**src/rtl/crystal_wdt_pkg.sv**
```systemverilog
package crystal_wdt_pkg;
   typedef enum logic [1:0] {
      PH_RUN  = 2'd0,
      PH_HOLD = 2'd1,
      PH_GAP  = 2'd2
   } wdt_phase_e;
endpackage

```
**src/rtl/wdt_tick_counter.sv**
```systemverilog
module wdt_tick_counter #(
   parameter int LIMIT_CYCLES = 49152
) (
   input  logic clk,
   input  logic rst_pin,
   input  logic restart,
   output logic expire
);
   localparam int CW = (LIMIT_CYCLES > 2) ? $clog2(LIMIT_CYCLES) : 1;
   localparam logic [CW-1:0] TERMINAL = CW'(LIMIT_CYCLES - 1);

   logic [CW-1:0] count_q;

   assign expire = !restart && (count_q == TERMINAL);

   always_ff @(posedge clk or posedge rst_pin) begin
      if (rst_pin) begin
         count_q <= '0;
      end else if (restart || expire) begin
         count_q <= '0;
      end else begin
         count_q <= count_q + 1'b1;
      end
   end
endmodule

```
**src/rtl/wdt_hold_seq.sv**
```systemverilog
module wdt_hold_seq
   import crystal_wdt_pkg::*;
#(
   parameter int HOLD_CYCLES = 4100
) (
   input  logic clk,
   input  logic rst_pin,
   input  logic expire,
   output logic in_run,
   output logic sys_rst,
   output logic cpu_run
);
   localparam int HW = (HOLD_CYCLES > 2) ? $clog2(HOLD_CYCLES) : 1;
   localparam logic [HW-1:0] HOLD_LAST = HW'(HOLD_CYCLES - 1);

   wdt_phase_e    phase_q;
   logic [HW-1:0] hold_q;

   always_ff @(posedge clk or posedge rst_pin) begin
      if (rst_pin) begin
         phase_q <= PH_RUN;
         hold_q  <= '0;
      end else begin
         unique case (phase_q)
            PH_RUN: begin
               hold_q <= '0;
               if (expire) phase_q <= PH_HOLD;
            end
            PH_HOLD: begin
               if (hold_q == HOLD_LAST) begin
                  phase_q <= PH_GAP;
                  hold_q  <= '0;
               end else begin
                  hold_q <= hold_q + 1'b1;
               end
            end
            default: begin
               phase_q <= PH_RUN;
               hold_q  <= '0;
            end
         endcase
      end
   end

   assign in_run  = (phase_q == PH_RUN);
   assign sys_rst = (phase_q == PH_HOLD);
   assign cpu_run = (phase_q == PH_RUN);
endmodule

```
**src/rtl/wdt_sticky_flag.sv**
```systemverilog
module wdt_sticky_flag (
   input  logic clk,
   input  logic rst_pin,
   input  logic set_evt,
   input  logic clr_evt,
   output logic flag
);
   always_ff @(posedge clk or posedge rst_pin) begin
      if (rst_pin) begin
         flag <= 1'b0;
      end else if (set_evt) begin
         flag <= 1'b1;
      end else if (clr_evt) begin
         flag <= 1'b0;
      end
   end
endmodule

```
**src/rtl/crystal_wdt.sv**
```systemverilog
module crystal_wdt #(
   parameter int LIMIT_CYCLES    = 49152,
   parameter int HOLD_CYCLES     = 4100,
   parameter int DIS_SYNC_STAGES = 0
) (
   input  logic clk,
   input  logic rst_pin,
   input  logic kick,
   input  logic wake,
   input  logic dbg_en,
   input  logic tie_dis,
   input  logic clr_ovf,
   output logic sys_rst,
   output logic cpu_run,
   output logic ovf_flag
);
   if (LIMIT_CYCLES < 2) begin : g_bad_limit
      $error("LIMIT_CYCLES must be at least 2");
   end
   if (HOLD_CYCLES < 1) begin : g_bad_hold
      $error("HOLD_CYCLES must be at least 1");
   end
   if (DIS_SYNC_STAGES < 0 || DIS_SYNC_STAGES > 4) begin : g_bad_sync
      $error("DIS_SYNC_STAGES must be within 0..4");
   end

   logic dis_raw, dis_eff, in_run, restart, expire;

   assign dis_raw = dbg_en | tie_dis;

   if (DIS_SYNC_STAGES == 0) begin : g_dis_direct
      assign dis_eff = dis_raw;
   end else begin : g_dis_sync
      logic [DIS_SYNC_STAGES-1:0] sync_q;
      always_ff @(posedge clk or posedge rst_pin) begin
         if (rst_pin) sync_q <= '0;
         else         sync_q <= {sync_q, dis_raw} >> 0;
      end
      assign dis_eff = sync_q[DIS_SYNC_STAGES-1] | dis_raw;
   end

   assign restart = dis_eff | kick | !wake | !in_run;

   wdt_tick_counter #(.LIMIT_CYCLES(LIMIT_CYCLES)) u_count (
      .clk     (clk),
      .rst_pin (rst_pin),
      .restart (restart),
      .expire  (expire)
   );

   wdt_hold_seq #(.HOLD_CYCLES(HOLD_CYCLES)) u_seq (
      .clk     (clk),
      .rst_pin (rst_pin),
      .expire  (expire),
      .in_run  (in_run),
      .sys_rst (sys_rst),
      .cpu_run (cpu_run)
   );

   wdt_sticky_flag u_flag (
      .clk     (clk),
      .rst_pin (rst_pin),
      .set_evt (expire),
      .clr_evt (clr_ovf),
      .flag    (ovf_flag)
   );
endmodule

```
**config.mk**
```make
export PLATFORM = sky130hd
export DESIGN_NAME = crystal_wdt
export DESIGN_NICKNAME = d
export VERILOG_FILES = /design/src/rtl/crystal_wdt_pkg.sv /design/src/rtl/wdt_tick_counter.sv /design/src/rtl/wdt_hold_seq.sv /design/src/rtl/wdt_sticky_flag.sv /design/src/rtl/crystal_wdt.sv
export SDC_FILE = /design/constraint.sdc
export NUM_CORES = 1
export LEC_CHECK = 0
export BUFFER_PORTS_ARGS = -buffer_cell sky130_fd_sc_hd__buf_4
export CORE_MARGIN = 3
export CORE_UTILIZATION = 53
export DETAILED_ROUTE_END_ITERATION = 8
export GPL_ROUTABILITY_DRIVEN = 0
export GPL_TIMING_DRIVEN = 0
export PLACE_DENSITY = 0.81
export SLEW_MARGIN = 10
export SYNTH_ARGS = -nofsm -noshare
export SYNTH_HDL_FRONTEND = slang
export SYNTH_SLANG_ARGS = --single-unit
```
**constraint.sdc**
```tcl
create_clock -name clk -period 1.65 [get_ports clk]
set_input_delay 0.33 -clock clk [delete_from_list [all_inputs] [get_ports clk]]
set_output_delay 0.33 -clock clk [all_outputs]
set_load 0.02 [all_outputs]
```
* Yosys cells after proc, flatten, opt, wreduce, memory -nomap -nowiden
Cells that the tools add are included.
** Word-level totals
- Register bits :: 32
- Input bits :: 7
- Logic and storage cells :: 31
** Cells by class
- $add $sub $neg :: 2
- Equal/unequal tests :: 5
- Muxes and demuxes :: 8
- Bitwise logic cells :: 4
- Reduce and logical (&&, ||, !) cells :: 8
** Operator list (count)
- two-way mux 13 bit :: 2
- adder 16 x 1 -> 16 bit (second input constant) :: 1
- == test 16 bit (second input constant) :: 1
- two-way mux 16 bit :: 1
- adder 13 x 1 -> 13 bit (second input constant) :: 1
- == test 13 bit (second input constant) :: 1
- two-way mux 2 bit :: 2
- inequality test 2 x 1 -> 1 bit (second input constant) :: 2
- OR 1 bit :: 4
- one-hot mux 2 bit (2 select lines) :: 1
- logical NOT 1 bit :: 3
- == test 2 x 1 -> 1 bit (second input constant) :: 1
- logical NOT 2 bit :: 1
- two-way mux 1 bit :: 2
- AND reduction 2 bit :: 1
- nonzero test 2 bit :: 1
- logical AND 1 bit :: 1
- logical OR 1 bit :: 1

* Logic depth before layout (Yosys ltp)
Gate-level depths: netlist of run 1.
- Depth in word-level cells :: 8
- Gate-level depth with buffers :: 6
- Mapped depth without buffers :: 5

* Modules after synthesis
Synthesis of run 1 repeated with hierarchy kept, for this count alone.
** Unflattened totals
- Cells, all modules :: 158
- Area total of the unflattened synthesis :: 1612.8 um^2
** By module, submodules not included
- wdt_tick_counter :: times used 1, cells each 81, area an instance 818.3 um^2, sequential area each 400.4 um^2
- wdt_hold_seq :: times used 1, cells each 71, area an instance 743.2 um^2, sequential area each 375.4 um^2
- wdt_sticky_flag :: times used 1, cells each 4, area an instance 40.0 um^2, sequential area each 25.0 um^2
- crystal_wdt :: times used 1, cells each 2, area an instance 11.3 um^2, sequential area each 0.0 um^2

* Least setup slack after synthesis of run 1
OpenSTA, ideal clock, no wires.
- Path type :: flip-flop to flip-flop
- Start :: register u_count.count_q[0]
- End :: register u_count.count_q[10]
- Library setup time :: 0.119 ns
- Arrival time :: 1.440 ns
- Setup slack :: 0.091 ns
- Cell stages (with the launch flop) :: 7
- Path buffers :: 1
- Clock period less this slack :: 1.559 ns
- Cells stage by stage :: dfrtp_1 -> ha_1 -> nand4_4 -> nor4_4 -> a21o_4 -> buf_6 -> nor2_1
** Between the ends
- Word-level cells in the longest chain between the ends :: 4
** Ends and longest elaborated chain
- start: declaration :: line wdt_tick_counter.sv:12 : logic [CW-1:0] count_q;
- start signal: assignment :: line wdt_tick_counter.sv:22 : count_q <= count_q + 1'b1;
- parallel branches: the longest is 3 deep, another holds adder 16 x 1 -> 16 bit
- two-way mux 16 bit (*) :: line wdt_tick_counter.sv:19 : end else if (restart || expire) begin
Mark *: on every way between the ends.
A chain may end at the register's enable or synchronous reset.

* Worst setup path in the final report of run 1
- Start :: register u_count.count_q[1]
- End :: register u_count.count_q[14]
Same word-level chain as after synthesis.

==> out/qor.txt, run 1 <==
Max Fanout on Critical Path: 5
Syn Nets: 164
Net Sw Frac: 20.27%
internal power: 1111 uW
slowest cell delay on critical path: 0.44 ns
Fin. Hold Viols: 0
effective utilization at floorplan: 58.88%
GRT Total Usage: 18.57%
top-level I/O count: 10
CP Capture Point: u_count.count_q[14]$_DFF_PP0_
# hold bufs at CTS: 0
Combinational Power Share: 1.9%
HP Class: primary input to asynchronous set/reset pin
leakage power: 0.0007097 uW
Yosys reg bits: 32
Synth area leaders: dfrtp_1 (52%), xnor2_1 (10%), nor2_1 (8.2%)
cell count after synthesis: 155
Final Max Slew Viols: 0
Flop pwr share: 56.2%
Worst Setup Start Kind: flop
Worst Skew: 0.01188 ns
FF-to-FF path depth: 6
switching pwr: 282.4 uW
Buf+Inv Stages, Crit Path: 1
Initial DRT Pass Iterations: 4
die height: 60.11 um
vias in the first global route: 1,153
# fillers: 227
Inserted Diodes: 0
count leader, synth: nor2_1
Clock power frac: 41.8%
vias per cell: 5.539
initial drt markers: 33
PD cells: 783.1 nW/um2
critical path type: flop to flop
initial antenna violation count: 0
hold slack: 0.1338 ns
post-route ant nets: 0
nets: 182
Reg clk slew, reported paths: 0.10 ns
minimum clock period: 1.558 ns
mapped cell area: 1551 um2
Distinct cells, synth: 27
measured slew at the worst slew-check pin: 1.098 ns
status: completed
Area Growth Syn to Fin: 14.68%
CTS tree: yes
maxcap violations: 0
Post-synth top flop: dfrtp_1
Worst EP arrival: 1.78 ns
Reg2Reg Capture Point: u_count.count_q[14]$_DFF_PP0_
worst vdd ir: 0.6949 mV
port bufs: 9
DIE AREA: 3613 um2
Core Rows: 18
first-pass GRT wire length: 4871 um
EDFF count, synth: 0
clock root buffer: clkbuf_4
setup slack, reg-to-reg: 0.09 ns
cells along the critical path: ha_4, nand4_4, nor4_4, buf_4, mux2i_1, nor2_1
register area share after synthesis: 51.61%
commonest cells in the netlist: nor2_1 (34), dfrtp_1 (32), xnor2_1 (18), nand3_1 (10), nand2_1 (9)
layout cells sized above 1: 16.09%
wire per inst: 14.24 um
CP delay by family, top: simple AND/OR/NAND/NOR gates
final worst path period share: 94.40%
drc violations: 0
clock buffer count from CTS: 5
worst skew pair latency: 0.33 ns
largest net degree at the start of global routing: 33
asr flop ratio synth: 100.0%
final WL: 2905 um
Finished Core Util: 67.52%
crit path from: u_count.count_q[1]$_DFF_PP0_
gr ovfl total: 0
setup TNS: 0 ns
Worst path depth: 6
Slew Limit Headroom: 26.36%
Die X: 60.11 um
DP HPWL: 2036 um
Clock Sinks: 32
Worst Setup End Kind: flop
Core Footprint: 2635 um2
clock buffer depth: 2
Avg Synthesized Cell Area: 10.01 um2
CP Data Required Time: 1.88 ns
post-synth top area share: 51.61%
H-tree levels: 2
Ys Warns: 0
via count: 1,130
max frequency: 642.0 MHz
Reg-to-Reg Start: u_count.count_q[1]$_DFF_PP0_
Synth area leader: dfrtp_1
slowest CP cell: dfrtp_1
Final setup viols: 0
power by group through the flow:
stage	Sequential [uW]	Combinational (uW)	Clock, uW
after floorplan	799	12.5	0
after global placement	799	26.2	0
after detailed placement	799	28.2	0
after CTS	784	28.2	596
after global routing	784	30.0	626
final	784	27.1	582
worst min-delay path by stage:
stage	from	end	slack (ns)
after floorplan	u_seq.phase_q[1]$_DFFE_PP0P_	u_seq.phase_q[1]$_DFFE_PP0P_	0.43
after global placement	u_seq.phase_q[1]$_DFFE_PP0P_	u_seq.phase_q[1]$_DFFE_PP0P_	0.45
after detailed placement	u_seq.hold_q[0]$_DFF_PP0_	u_seq.hold_q[0]$_DFF_PP0_	0.46
after CTS	clr_ovf	u_flag.flag$_DFFE_PP0P_	0.17
after global routing	rst_pin	u_seq.hold_q[5]$_DFF_PP0_	0.17
final	rst_pin	u_seq.hold_q[5]$_DFF_PP0_	0.13
worst reg2reg max path, delay by kind of cell (launching register included):
kind | cells | cell delay, ns
mux | 1 | 0.18
buf+inv | 1 | 0.17
fa+ha+maj | 1 | 0.19
simple gates | 3 | 0.47
flops | 1 | 0.44
layer usage:
| metal | wire length [um] | up-vias | GRT usage (%) |
|---|---|---|---|
| met3 | 91 | 11 | 5.832 |
| met5 | 0 | - | 0 |
| met2 | 1534 | 17 | 29.78 |
| li1 | - | 559 | - |
| met1 | 1181 | 543 | 20.85 |
| met4 | 97 | 0 | 12.66 |
flip-flops by register name, summed over array words and instances (netlist names):
register	cells
u_seq.hold_q	13
u_seq.phase_q	2
u_count.count_q	16
u_flag.flag	1
logic make-up (layout without fill, tap and decap cells):
group | Yosys count | in the layout | share of synthesized area [%]
flops | 32 | 32 | 51.61
simple gates | 83 | 83 | 27.98
fa+ha+maj | 2 | 2 | 1.613
buf+inv | 10 | 29 | 2.984
mux | 1 | 1 | 0.6452
compound gates | 4 | 4 | 2.177
xor+xnor | 23 | 23 | 12.98
per-stage QoR:
stage | setup WS, ns | area, um2 | total power (uW) | instances
after global routing | -0.008976 | 1779 | 1440 | 204
after global placement | -0.05937 | 1657 | 825.3 | 194
after CTS | 0.009719 | 1733 | 1408 | 202
after floorplan | 0.09097 | 1551 | 811.6 | 155
final | 0.09242 | 1779 | 1393 | 204
after detailed placement | -0.09518 | 1657 | 827.3 | 194
cells in the final DEF (no fill, tap or decap), drive strengths merged, types with 2 or more instances in the layout:
cell    count
dfrtp      32
inv         7
xnor2      18
ha          2
nand4       7
clkbuf      7
nor3        7
buf        12
nor2       34
nor3b       2
nand2       9
clkinv      2
nor4b       3
nor4        5
nand3      10
xor2        5
nor2b       2
repair_timing:
action | in CTS | in global routing
setup buffers | 0 | 2
pin swaps | 1 | 1
setup endpoints to repair | 11 | 20
resized for setup | 0 | 7
cell type report:
cell class / count / area (um2) / share of cell area [%]
buffer: 2 / 18.77 / 1.055
inverter: 8 / 30.03 / 1.688
tap: 30 / 37.54 / 2.110
multi-input combinational: 113 / 732.0 / 41.14
sequential: 32 / 802.0 / 45.08
clock inverter: 2 / 35.03 / 1.969
clock buffer: 6 / 41.29 / 2.321
timing repair buffer: 11 / 82.58 / 4.641
Note: power is estimated with default switching activity, not from simulation.
==> run 2, diff against run 1 <==
--- a/config.mk
+++ b/config.mk
@@ -7,11 +7,11 @@
 export LEC_CHECK = 0
 export BUFFER_PORTS_ARGS = -buffer_cell sky130_fd_sc_hd__buf_4
 export CORE_MARGIN = 3
-export CORE_UTILIZATION = 53
+export CORE_UTILIZATION = 50
 export DETAILED_ROUTE_END_ITERATION = 8
 export GPL_ROUTABILITY_DRIVEN = 0
 export GPL_TIMING_DRIVEN = 0
-export PLACE_DENSITY = 0.81
+export PLACE_DENSITY = 0.77
 export SLEW_MARGIN = 10
 export SYNTH_ARGS = -nofsm -noshare
 export SYNTH_HDL_FRONTEND = slang
==> run 2 against run 1 <==
Via count up 0.80%. Worst hold slack worse by 0.011 ns. First-iteration DRC count up 36%. Combinational power down 5%. Register-to-register slack about the same.
==> out/qor.txt, run 2 (same netlist as run 1, synthesis figures left out) <==
status: completed
Clock Sinks: 32
Worst Setup End Kind: flop
vias in the first global route: 1,167
Inserted Diodes: 0
CTS tree: yes
commonest non-fill, non-tap cell in the layout: nor2_1
port bufs: 9
setup slack, reg-to-reg: 0.09 ns
Final Max Slew Viols: 0
gr ovfl total: 0
H-tree levels: 2
first-pass GRT wire length: 4878 um
initial drt markers: 45
drc violations: 0
Slew Limit Headroom: 26.88%
placed instance count: 195
Top reg by flops: u_count.count_q
max reg flops: 16
top-level I/O count: 10
Max Fanout on Critical Path: 10
Core Footprint: 2853 um2
via count: 1,139
Worst EP arrival: 1.80 ns
initial antenna violation count: 0
DP HPWL: 1955 um
Fin. Hold Viols: 0
final worst path period share: 94.83%
wire per inst: 13.73 um
critical path type: flop to flop
setup TNS: 0 ns
Final setup viols: 0
clock buffer depth: 2
nets: 183
Area Growth Syn to Fin: 13.87%
clock root buffer: clkbuf_4
# hold bufs at CTS: 0
Worst Skew: 0.008580 ns
Final Non-Filler Cells: 206
total power: 1295 uW
most frequent cells in the layout: nor2_1 (34), dfrtp_1 (32), xnor2_1 (18)
measured slew at the worst slew-check pin: 1.090 ns
effective utilization at floorplan: 54.39%
max frequency: 639.1 MHz
Initial DRT Pass Iterations: 4
GRT Total Usage: 17.88%
vias per cell: 5.529
Worst Setup Start Kind: flop
layout cells sized above 1: 15.43%
DIE AREA: 3808 um2
Reg clk slew, reported paths: 0.10 ns
post-route ant nets: 0
DP Area: 1658 um2
Core Rows: 19
Die X: 61.71 um
clock buffer count from CTS: 5
CP Data Required Time: 1.88 ns
worst skew pair latency: 0.34 ns
Regs by FF count: u_count.count_q: 16 flops, u_seq.hold_q: 13 flops, u_seq.phase_q: 2 flops
largest net degree at the start of global routing: 33
leakage power: 0.0007018 uW
HP Class: primary input to asynchronous set/reset pin
maxcap violations: 0
minimum clock period: 1.565 ns
PD cells: 732.8 nW/um2
final WL: 2828 um
fin area: 1767 um2
die height: 61.71 um
worst vdd ir: 0.5150 mV
## run 2: cell count changes in the layout (fill, tap and decap cells not counted), sizes merged
cell | before | now
buf | 12 | 13
bufinv | 1 | 0
clkbuf | 7 | 8
clkinv | 2 | 1
clkinvlp | 0 | 1
## run 2: per-layer routing
layer | global-route usage [%] | share of wire, % | vias to the layer above | routed length [um]
li1 | - | - | 566 | -
met1 | 19.95 | 41 | 554 | 1173
met2 | 29.75 | 53 | 11 | 1500
met3 | 7.851 | 3.7 | 8 | 106
met4 | 7.576 | 1.7 | 0 | 47
met5 | 0 | 0 | - | 0
## run 2: through the flow
step | worst slack (ns) | utilization [%] | hold slack (ns)
floorplan | 0.09097 | - | 0.4326
global placement | -0.06134 | 58.11 | 0.4491
detailed placement | -0.07144 | 58.11 | 0.4563
CTS | 0.002401 | 60.31 | 0.1577
global route | -0.02908 | 61.93 | 0.1533
finish | 0.08525 | 61.93 | 0.1232
## run 2: layout make-up
class / instances / area, um2
buffer: 2 / 18.77
sequential: 32 / 800.8
multi-input combinational: 113 / 725.7
timing repair buffer: 12 / 90.09
clock buffer: 7 / 55.05
fill: 245 / 1086
inverter: 8 / 30.03
clock inverter: 1 / 7.507
tap: 31 / 38.79
## run 2: worst paths after layout
path	end	depth (start not counted)	startpoint
worst max-delay path	u_count.count_q[10]$_DFF_PP0_	6	u_count.count_q[1]$_DFF_PP0_
worst min-delay path	u_count.count_q[12]$_DFF_PP0_	2	rst_pin
worst max register to register	u_count.count_q[10]$_DFF_PP0_	6	u_count.count_q[1]$_DFF_PP0_
worst min register to register	u_seq.phase_q[1]$_DFFE_PP0P_	1	u_seq.phase_q[1]$_DFFE_PP0P_
max in group asynchronous	u_count.count_q[4]$_DFF_PP0_	2	rst_pin
min in group clk	u_flag.flag$_DFFE_PP0P_	2	clr_ovf
## run 2: repair_timing
| action | 4_1_cts | 5_1_grt |
|---|---|---|
| setup buffers | 0 | 3 |
| cloned | 0 | 0 |
| pin swaps | 1 | 2 |
| resized for setup | 0 | 5 |
| endpoints found under the setup margin | 10 | 21 |
## run 2: worst max-delay path, stage by stage (launching register included)
cell and delay [ns]:
dfrtp_1 0.44, ha_4 0.19, nand4_4 0.11, nor4_4 0.35
a21o_4 0.18, buf_6 0.13, nor2_1 0.06
## run 2: report_power, final
group,leakage (uW),switching (uW),internal [uW]
Sequential,0.000428,0.0000000000000287,784
Combinational,0.000243,16.2,9.60
Clock,0.0000315,276,208
